[src/rtl/ljs_pkg.sv]
package ljs_pkg;
  localparam int SAMPLE_W = 24;
  localparam int LANES    = 2;
  localparam int CNT_W    = 9;
  localparam int RATIO_LO = 64;
  localparam int RATIO_HI = 128;

  typedef enum logic [1:0] {
    SPD_SINGLE = 2'b00,
    SPD_DOUBLE = 2'b01,
    SPD_QUAD   = 2'b10,
    SPD_QUAD2  = 2'b11
  } speed_e;
endpackage

[src/rtl/ljs_sync.sv]
module ljs_sync #(
  parameter int W = 1
) (
  input  logic         clk,
  input  logic         rst_n,
  input  logic [W-1:0] d,
  output logic [W-1:0] q
);
  logic [W-1:0] meta;

  always_ff @(posedge clk) begin
    if (!rst_n) begin
      meta <= '0;
      q    <= '0;
    end else begin
      meta <= d;
      q    <= meta;
    end
  end
endmodule

[src/rtl/ljs_front.sv]
module ljs_front
  import ljs_pkg::*;
#(
  parameter int NL = LANES
) (
  input  logic          clk,
  input  logic          rst_n,
  input  logic          clk_sel,
  input  logic          bclk_pb,
  input  logic          fclk_pb,
  input  logic          bclk_rc,
  input  logic          fclk_rc,
  input  logic [NL-1:0] sdin,
  output logic          bit_stb,
  output logic          lr_lvl,
  output logic [NL-1:0] sd,
  output logic          resync
);
  localparam int NPAIR = 2;

  logic [1:0] pair_raw [NPAIR];
  logic [1:0] pair_syn [NPAIR];
  logic       sel_q;
  logic       bclk_m;
  logic       bclk_prev;

  assign pair_raw[0] = {bclk_rc, fclk_rc};
  assign pair_raw[1] = {bclk_pb, fclk_pb};

  for (genvar p = 0; p < NPAIR; p++) begin : g_pair
    ljs_sync #(.W(2)) u_sync (
      .clk(clk), .rst_n(rst_n), .d(pair_raw[p]), .q(pair_syn[p])
    );
  end

  ljs_sync #(.W(NL)) u_dsync (.clk(clk), .rst_n(rst_n), .d(sdin), .q(sd));

  assign bclk_m  = clk_sel ? pair_syn[1][1] : pair_syn[0][1];
  assign lr_lvl  = clk_sel ? pair_syn[1][0] : pair_syn[0][0];
  assign resync  = (clk_sel != sel_q);
  assign bit_stb = bclk_m && !bclk_prev && !resync;

  always_ff @(posedge clk) begin
    if (!rst_n) begin
      sel_q     <= 1'b0;
      bclk_prev <= 1'b1;
    end else begin
      sel_q     <= clk_sel;
      bclk_prev <= bclk_m;
    end
  end
endmodule

[src/rtl/ljs_lane.sv]
module ljs_lane #(
  parameter int W = 24
) (
  input  logic         clk,
  input  logic         rst_n,
  input  logic         shift_en,
  input  logic         din,
  output logic [W-1:0] word
);
  always_ff @(posedge clk) begin
    if (!rst_n)        word <= '0;
    else if (shift_en) word <= {word[W-2:0], din};
  end
endmodule

[src/rtl/ljs_ratio.sv]
module ljs_ratio
  import ljs_pkg::*;
(
  input  logic       clk,
  input  logic       rst_n,
  input  logic       clr,
  input  logic       bit_stb,
  input  logic       rise,
  input  logic [1:0] speed,
  output logic       ratio_err,
  output logic       ratio_good
);
  logic [CNT_W-1:0] cnt;
  logic [CNT_W-1:0] last;
  logic             had_rise;
  logic             meas_vld;
  logic             allowed;
  logic             quad;

  always_ff @(posedge clk) begin
    if (!rst_n || clr) begin
      cnt      <= '0;
      last     <= '0;
      had_rise <= 1'b0;
      meas_vld <= 1'b0;
    end else if (bit_stb) begin
      if (rise) begin
        if (had_rise) begin
          last     <= cnt;
          meas_vld <= 1'b1;
        end
        had_rise <= 1'b1;
        cnt      <= CNT_W'(1);
      end else if (cnt != '1) begin
        cnt <= cnt + 1'b1;
      end
    end
  end

  always_comb begin
    quad    = speed[1];
    allowed = (last == CNT_W'(RATIO_LO)) ||
              ((last == CNT_W'(RATIO_HI)) && (speed == SPD_SINGLE));
    ratio_err  = quad || (meas_vld && !allowed);
    ratio_good = meas_vld && !ratio_err;
  end
endmodule

[src/rtl/ljs_deser_top.sv]
module ljs_deser_top
  import ljs_pkg::*;
(
  input  logic                      clk,
  input  logic                      rst_n,
  input  logic                      clk_sel,
  input  logic [1:0]                speed,
  input  logic                      bclk_pb,
  input  logic                      fclk_pb,
  input  logic                      bclk_rc,
  input  logic                      fclk_rc,
  input  logic [LANES-1:0]          sdin,
  output logic                      ratio_err,
  output logic                      out_valid,
  input  logic                      out_ready,
  output logic [LANES*SAMPLE_W-1:0] out_left,
  output logic [LANES*SAMPLE_W-1:0] out_right
);
  localparam int IDX_W = $clog2(SAMPLE_W + 1);
  localparam int VEC_W = LANES * SAMPLE_W;

  logic             bit_stb, lr_lvl, resync;
  logic [LANES-1:0] sd;
  logic             have_lr, lr_last, aligned;
  logic [IDX_W-1:0] bit_idx;
  logic             lr_edge, lr_rise, shift_en, half_done;
  logic             done_q, done_lvl_q;
  logic             left_ok, ratio_good, emit;
  logic [VEC_W-1:0] words, left_hold;

  ljs_front #(.NL(LANES)) u_front (
    .clk(clk), .rst_n(rst_n), .clk_sel(clk_sel),
    .bclk_pb(bclk_pb), .fclk_pb(fclk_pb),
    .bclk_rc(bclk_rc), .fclk_rc(fclk_rc),
    .sdin(sdin), .bit_stb(bit_stb), .lr_lvl(lr_lvl),
    .sd(sd), .resync(resync)
  );

  assign lr_edge   = bit_stb && have_lr && (lr_lvl != lr_last);
  assign lr_rise   = lr_edge && lr_lvl;
  assign shift_en  = bit_stb && (lr_edge || (aligned && bit_idx < IDX_W'(SAMPLE_W)));
  assign half_done = shift_en && !lr_edge && (bit_idx == IDX_W'(SAMPLE_W - 1));

  for (genvar l = 0; l < LANES; l++) begin : g_lane
    ljs_lane #(.W(SAMPLE_W)) u_lane (
      .clk(clk), .rst_n(rst_n), .shift_en(shift_en),
      .din(sd[l]), .word(words[l*SAMPLE_W +: SAMPLE_W])
    );
  end

  ljs_ratio u_ratio (
    .clk(clk), .rst_n(rst_n), .clr(resync), .bit_stb(bit_stb),
    .rise(lr_rise), .speed(speed),
    .ratio_err(ratio_err), .ratio_good(ratio_good)
  );

  // Framing: half-frame start detection and bit position.
  always_ff @(posedge clk) begin
    if (!rst_n || resync) begin
      have_lr    <= 1'b0;
      lr_last    <= 1'b0;
      aligned    <= 1'b0;
      bit_idx    <= '0;
      done_q     <= 1'b0;
      done_lvl_q <= 1'b0;
    end else begin
      done_q     <= half_done;
      done_lvl_q <= lr_lvl;
      if (bit_stb) begin
        have_lr <= 1'b1;
        lr_last <= lr_lvl;
        if (lr_edge) begin
          aligned <= 1'b1;
          bit_idx <= IDX_W'(1);
        end else if (shift_en) begin
          bit_idx <= bit_idx + 1'b1;
        end
      end
    end
  end

  // Left word holding and pairing with the right word.
  always_ff @(posedge clk) begin
    if (!rst_n || resync) begin
      left_ok   <= 1'b0;
      left_hold <= '0;
    end else if (lr_rise) begin
      left_ok <= 1'b0;
    end else if (done_q && done_lvl_q) begin
      left_ok   <= 1'b1;
      left_hold <= words;
    end
  end

  assign emit = done_q && !done_lvl_q && left_ok && ratio_good;

  // Output stream register.
  always_ff @(posedge clk) begin
    if (!rst_n) begin
      out_valid <= 1'b0;
      out_left  <= '0;
      out_right <= '0;
    end else if (emit && (!out_valid || out_ready)) begin
      out_valid <= 1'b1;
      out_left  <= left_hold;
      out_right <= words;
    end else if (out_ready) begin
      out_valid <= 1'b0;
    end
  end
endmodule

[config.mk]
export PLATFORM = sky130hd
export DESIGN_NAME = ljs_deser_top
export DESIGN_NICKNAME = d
export VERILOG_FILES = /design/src/rtl/ljs_pkg.sv /design/src/rtl/ljs_sync.sv /design/src/rtl/ljs_front.sv /design/src/rtl/ljs_lane.sv /design/src/rtl/ljs_ratio.sv /design/src/rtl/ljs_deser_top.sv
export SDC_FILE = /design/constraint.sdc
export NUM_CORES = 1
export LEC_CHECK = 0
export BUFFER_PORTS_ARGS = -buffer_cell sky130_fd_sc_hd__buf_2
export CORE_MARGIN = 1
export CORE_UTILIZATION = 46
export DETAILED_ROUTE_END_ITERATION = 8
export GPL_TIMING_DRIVEN = 0
export HOLD_SLACK_MARGIN = 0.1
export PLACE_DENSITY = 0.77
export SLEW_MARGIN = 20
export SYNTH_ARGS = -nofsm -noshare
export SYNTH_HDL_FRONTEND = slang
export SYNTH_SLANG_ARGS = --single-unit
[constraint.sdc]
create_clock -name clk -period 2 [get_ports clk]
set_input_delay 0.3 -clock clk [delete_from_list [all_inputs] [get_ports clk]]
set_output_delay 0.3 -clock clk [all_outputs]
set_load 0.01 [all_outputs]
==> results of run 1 <==
-- where the power goes --
| group | internal (µW) | switching [µW] |
|---|---|---|
| clock network | 2800 | 1770 |
| logic | 55.8 | 185 |
| registers | 4760 | 9.13 |
-- layout make-up --
class                           count  area (µm²)  share of cell area [%]
Sequential cell                   238        4770                    44.2
Buffer                             81         490                    4.55
Tap cell                          229         287                    2.66
Clock buffer                       39         788                    7.31
Multi-Input combinational cell    713        3610                    33.5
Inverter                            3        11.3                   0.104
Clock inverter                      3        40.0                   0.371
Timing Repair Buffer              127         790                    7.32
-- cell families (layout without fill, tap and decap cells) --
family	after synthesis	count (layout)	share of synthesized area, %
AND/OR/NAND/NOR	474	474	24.2
flip-flops	238	238	54.9
AO/OA/AOI/OAI	217	217	13.2
buffers and inverters	87	253	5.07
multiplexers	12	12	1.47
XOR/XNOR	7	7	0.706
adder cells (fa/ha/maj)	3	3	0.432
-- per-layer routing --
layer  global-route usage (%)  vias to the layer above  share of wire [%]
li1                         -                     3812                  -
met1                     30.7                     3661                 44
met2                     36.9                      306                 46
met3                     3.44                       58                7.0
met4                     9.12                        0                3.6
met5                        0                        -                  0
-- cell usage in the layout, fill, tap and decap left out, types with 7 or more instances in the layout --
cell         n
a21oi_1     57
and2_1      17
buf_2      119
buf_4       11
buf_8        8
clkbuf_1    44
clkbuf_16   30
clkbuf_2     7
clkbuf_8    11
dfxtp_1    236
mux2i_1     10
nand2_1    253
nand3_1    131
nand3_2     17
nor2_1      28
o21ai_0     91
o21ai_1     53
-- worst reg2reg max path, delay by kind of cell (launching register included) --
family / cells / cell delay, ns
flops: 1 / 0.34
compound gates: 2 / 0.29
buf+inv: 4 / 0.69
simple gates: 3 / 0.53
-- how the worst max path moves through the flow --
stage / from / to / slack [ns] / cells after the start
floorplan: u_ratio.last[8] / out_left[19] / 0.28 / 8
global placement: u_ratio.last[8] / out_right[25] / -0.40 / 6
detailed placement: u_ratio.last[8] / out_right[27] / -0.48 / 6
CTS: u_ratio.last[5] / out_right[1] / -0.004 / 9
global route: u_ratio.last[8] / ratio_err / -0.09 / 4
finish: u_ratio.last[8] / ratio_err / 0.04 / 4
-- metrics by stage --
stage	total power [µW]	setup slack, ns	hold WS, ns
final	9580	0.0380	0.134
after CTS	9630	-0.00383	0.105
after detailed placement	5090	-0.480	0.423
after global routing	9850	-0.0937	0.134
after global placement	5090	-0.404	0.414
after floorplan	5010	0.278	0.412
-- flip-flops by register name, summed over array words and instances (netlist names), 2 cells and up --
register / flops
u_front.u_dsync.q: 2
out_right: 48
left_hold: 48
u_ratio.cnt: 9
bit_idx: 5
u_front.u_dsync.meta: 2
g_lane.u_lane.word: 48
out_left: 48
u_front.g_pair.u_sync.meta: 4
u_ratio.last: 9
u_front.g_pair.u_sync.q: 4
-- what timing repair did --
action	in CTS	in global routing
gates cloned	1	5
endpoints found under the hold margin	6	0
hold buffers	6	0
resized for setup	28	57
endpoints found under the setup margin	107	141
setup buffers	6	1
pin swaps	3	4
==> results.cfg, run 1 <==
[status]
outcome = completed

[clock_tree]
cts_buffers = 24
clk_pin_slew_worst_paths_ns = 0.06
cts_sinks = 238
worstSkewPairLatency_ns = 0.51
clk_path_buf_depth = 3
htree_num_levels = 1
cts_tree = done
clock-root-buffer = clkbuf_16

[min_path]
whs_endpoint = u_front.sel_q
min_path_cells = 2
worstHoldStart = clk_sel
min_path_type = input pin to flip-flop

[grt]
grt_pass1_wl_um = 36200
grt_max_degree = 14
grt_overflow = 0
grt_pass1_vias = 7212
grt_use_total_pct = 22.9
antenna_found_initial = 0

[setup_path]
endpoint_kind = primary output
cp_num_buf_inv = 1
path_max_fanout = 3
worst-setup-path-type = flip-flop to primary output
path_cells = nor4_4 > o211ai_1 > a21o_1 > buf_2
required_ns = 1.70
timing.rr.end = out_right[25]
reg2reg_from = u_ratio.last[8]
reg2reg_setup_slack_ns = 0.08
path_delay_family = compound AO/OA/AOI/OAI gates
cp.arrival_ns = 1.66
critPathMaxStageDelay_ns = 0.34
reg2reg_depth = 9
start_kind = flip-flop
slowest_stage = dfxtp_2

[flow_run]
maxCapViolations = 0

[sta]
clock_skew_ns = 0.0148
worst_pin_slew_ns = 0.735
hold_violations = 0
setup_violations = 0
slew_viol_final = 0
rsz0062_at_grt = true
relSlewSlack_pct = 51.0
fin_setup_tns_ns = 0
fin_crit_ns = 1.96
fmax_mhz = 510
fin_crit_sh_pct = 98.1

[floorplanning]
ios = 110
die_area_um2 = 19400
fp.dieW_um = 139
rows = 49
initial_core_util_pct = 47.7
core-area_um2 = 18200
die_h_um = 139

[power]
p_leak_uw = 0.00404
power_density_nw_per_um2 = 888
ir_drop_mv = 0.682

[placement]
dp.cells = 1375
gp_congestion = 0.870
placed_area_um2 = 9510
dpl.hpwl_um = 15400
port_buffers = 108

[yosys]
synth_seq_cells = 238
yosys.area.top_type_share_pct = 54.9
synth_cells = 1038
synth-seq-area-share_pct = 54.9
synth.avg_cell_area_um2 = 8.36
netlist_area_um2 = 8680
synthArstFlopShare_pct = 0
synth_area_leaders = dfxtp_1 (55%), nand2_1 (11%), nand3_1 (8.5%), o21ai_0 (7.0%), a21oi_1 (3.3%)
ys_types = 44
synth.most_common_cell = nand2_1
synth_edf_count = 0
synth_largest_area_cell = dfxtp_1
syn-num-nets = 1053
yosys_warnings = 0
netlist_top_cells_count = nand2_1 (253), dfxtp_1 (238), nand3_1 (148)
synth_top_flop_cell = dfxtp_1

[final_layout]
fin_util_pct = 59.2
stdcell_count = 1433
nFillCells = 1575
diodes = 0
final_area_um2 = 10800
syn2layout_area_growth_pct = 24.2
layout-drive-gt1-share_pct = 18.9
final_nets = 1203

[drt]
via_count = 7837
routed_wl_um = 22800
antenna_left = 0
wl_per_cell_um = 15.9
viasPerCell = 5.47
drc = 0
dr.pass1.iters = 5
drt_iter0_drc = 691
Note: power is estimated with default switching activity, not from simulation.
==> run 2, diff against run 1 <==
--- a/config.mk
+++ b/config.mk
@@ -6,12 +6,14 @@
 export NUM_CORES = 1
 export LEC_CHECK = 0
 export BUFFER_PORTS_ARGS = -buffer_cell sky130_fd_sc_hd__buf_2
-export CORE_MARGIN = 1
+export CORE_MARGIN = 10
 export CORE_UTILIZATION = 46
+export CTS_CLUSTER_SIZE = 28
 export DETAILED_ROUTE_END_ITERATION = 8
 export GPL_TIMING_DRIVEN = 0
 export HOLD_SLACK_MARGIN = 0.1
 export PLACE_DENSITY = 0.77
+export RECOVER_POWER = 25
 export SLEW_MARGIN = 20
 export SYNTH_ARGS = -nofsm -noshare
 export SYNTH_HDL_FRONTEND = slang
==> results.cfg, run 2 (same netlist as run 1, synthesis figures left out) <==
[setup_path]
crit_start = u_ratio.last[5]
reg2reg_from = u_ratio.last[5]
cp-endpoint = ratio_err
endpoint_kind = primary output
required_ns = 1.70
start_kind = flip-flop
reg2reg_depth = 9
reg2reg_setup_slack_ns = 0.04
worst-setup-path-type = flip-flop to primary output
timing.rr.end = out_right[31]
path_max_fanout = 2
cp.arrival_ns = 1.73

[drt]
via_count = 7806
wl_per_cell_um = 16.4
antenna_left = 0
routed_wl_um = 23600
drc = 0
viasPerCell = 5.41
drt_iter0_drc = 669
dr.pass1.iters = 7

[sta]
worst_pin_slew_ns = 0.684
hold_violations = 0
fin_crit_ns = 2.03
fin_setup_tns_ns = -0.0304
slew_viol_final = 0
fmax_mhz = 493
relSlewSlack_pct = 54.0
rsz0062_at_grt = true
fin_crit_sh_pct = 102
clock_skew_ns = 0.0276
setup_violations = 1
finalWorstSetupSlack_ns = -0.0304

[final_layout]
final_nets = 1206
syn2layout_area_growth_pct = 23.8
diodes = 0
final_cell_mix = nand2_1 (253), dfxtp_1 (235), nand3_1 (129), clkbuf_1 (117), o21ai_0 (96)
final_area_um2 = 10700
multi_input_area_um2 = 3620
nFillCells = 1675
layout-drive-gt1-share_pct = 13.7
regArea_um2 = 4770
layout_commonest_cell = nand2_1

[floorplanning]
die_area_um2 = 24800
fp.dieW_um = 157
ios = 110
die_h_um = 157
initial_core_util_pct = 46.6
core-area_um2 = 18600
rows = 50

[flow_run]
maxCapViolations = 0

[status]
outcome = complete, but fails checks
violations = negative setup slack

[grt]
antenna_found_initial = 0
grt_overflow = 0
grt_pass1_vias = 7137
grt_use_total_pct = 17.6
grt_max_degree = 14
grt_pass1_wl_um = 35900

[power]
power_density_nw_per_um2 = 901
ir_drop_mv = 0.716
p_leak_uw = 0.00374

[clock_tree]
cts_buffers = 25
clk_pin_slew_worst_paths_ns = 0.06
htree_num_levels = 1
cts_sinks = 238
cts_tree = done
worstSkewPairLatency_ns = 0.53
clk_path_buf_depth = 3
clock-root-buffer = clkbuf_16

[placement]
gp_congestion = 0.878
port_buffers = 108
placed_area_um2 = 9520
dpl.hpwl_um = 16300

[min_path]
min_path_type = input pin to flip-flop
==> run 2: cell count changes in the layout (fill, tap and decap cells not counted), moves of 3 or more <==
cell,change
buf_2,-67
buf_4,-4
buf_8,-3
clkbuf_1,+73
clkbuf_4,+3
clkbuf_8,-8
inv_6,+3
o21ai_0,+5
o21ai_1,-10
o21ai_2,+5
==> run 2: metrics by stage <==
stage	utilization [%]	hold slack [ns]	setup WS [ns]	power [µW]	std cells
after floorplan	-	0.412	0.278	5010	1038
after global placement	51.0	0.415	-0.267	5090	1380
after detailed placement	51.0	0.420	-0.313	5090	1380
after CTS	56.1	0.110	-0.0534	9730	1433
after global routing	57.7	0.138	-0.0924	9980	1442
final	57.7	0.144	-0.0304	9690	1442
==> run 2: timing repair <==
| action | 4_1_cts | 5_1_grt |
|---|---|---|
| hold buffers | 7 | 0 |
| pin swaps | 4 | 2 |
| buffers inserted | 2 | 4 |
| gates cloned | 0 | 6 |
| gates resized for setup | 10 | 80 |
| endpoints found under the hold margin | 7 | 0 |
| endpoints found under the setup margin | 97 | 135 |
==> run 2: area by class of cell <==
| type | instances | area share, % |
|---|---|---|
| Buffer | 83 | 4.60 |
| Clock buffer | 35 | 6.45 |
| Clock inverter | 9 | 1.22 |
| Inverter | 3 | 0.105 |
| Multi-Input combinational cell | 713 | 33.7 |
| Sequential cell | 238 | 44.4 |
| Tap cell | 234 | 2.72 |
| Timing Repair Buffer | 127 | 6.87 |
==> run 2: power breakdown <==
part | switching, µW | total, µW | internal (µW)
registers | 8.96 | 4760 | 4760
logic | 186 | 242 | 56.4
clock network | 1870 | 4680 | 2810
==> run 2: how the worst min path moves through the flow <==
stage / end / slack (ns) / cells after the start / startpoint
after floorplan: u_front.g_pair[0].u_sync.q[0] / 0.41 / 1 / u_front.g_pair[0].u_sync.meta[0]
after global placement: u_front.g_pair[0].u_sync.q[0] / 0.42 / 1 / u_front.g_pair[0].u_sync.meta[0]
after detailed placement: u_front.g_pair[0].u_sync.q[0] / 0.42 / 1 / u_front.g_pair[0].u_sync.meta[0]
after CTS: u_front.bclk_prev / 0.11 / 3 / clk_sel
after global routing: out_valid / 0.14 / 3 / out_ready
final: u_front.bclk_prev / 0.14 / 3 / clk_sel
==> run 2: worst max-delay path, stage by stage, from the launching register on <==
cell	delay (ns)
dfxtp_2	0.32
nor4_2	0.28
o211ai_1	0.17
buf_4	0.17
a21o_1	0.14
buf_2	0.13
==> run 2: routing by layer <==
layer	up-vias	part of all wire, %	track usage (%)
met5	-	0	0
met3	42	7.1	3.55
met2	242	47	29.4
met1	3705	43	22.4
met4	0	2.3	5.30
li1	3817	-	-
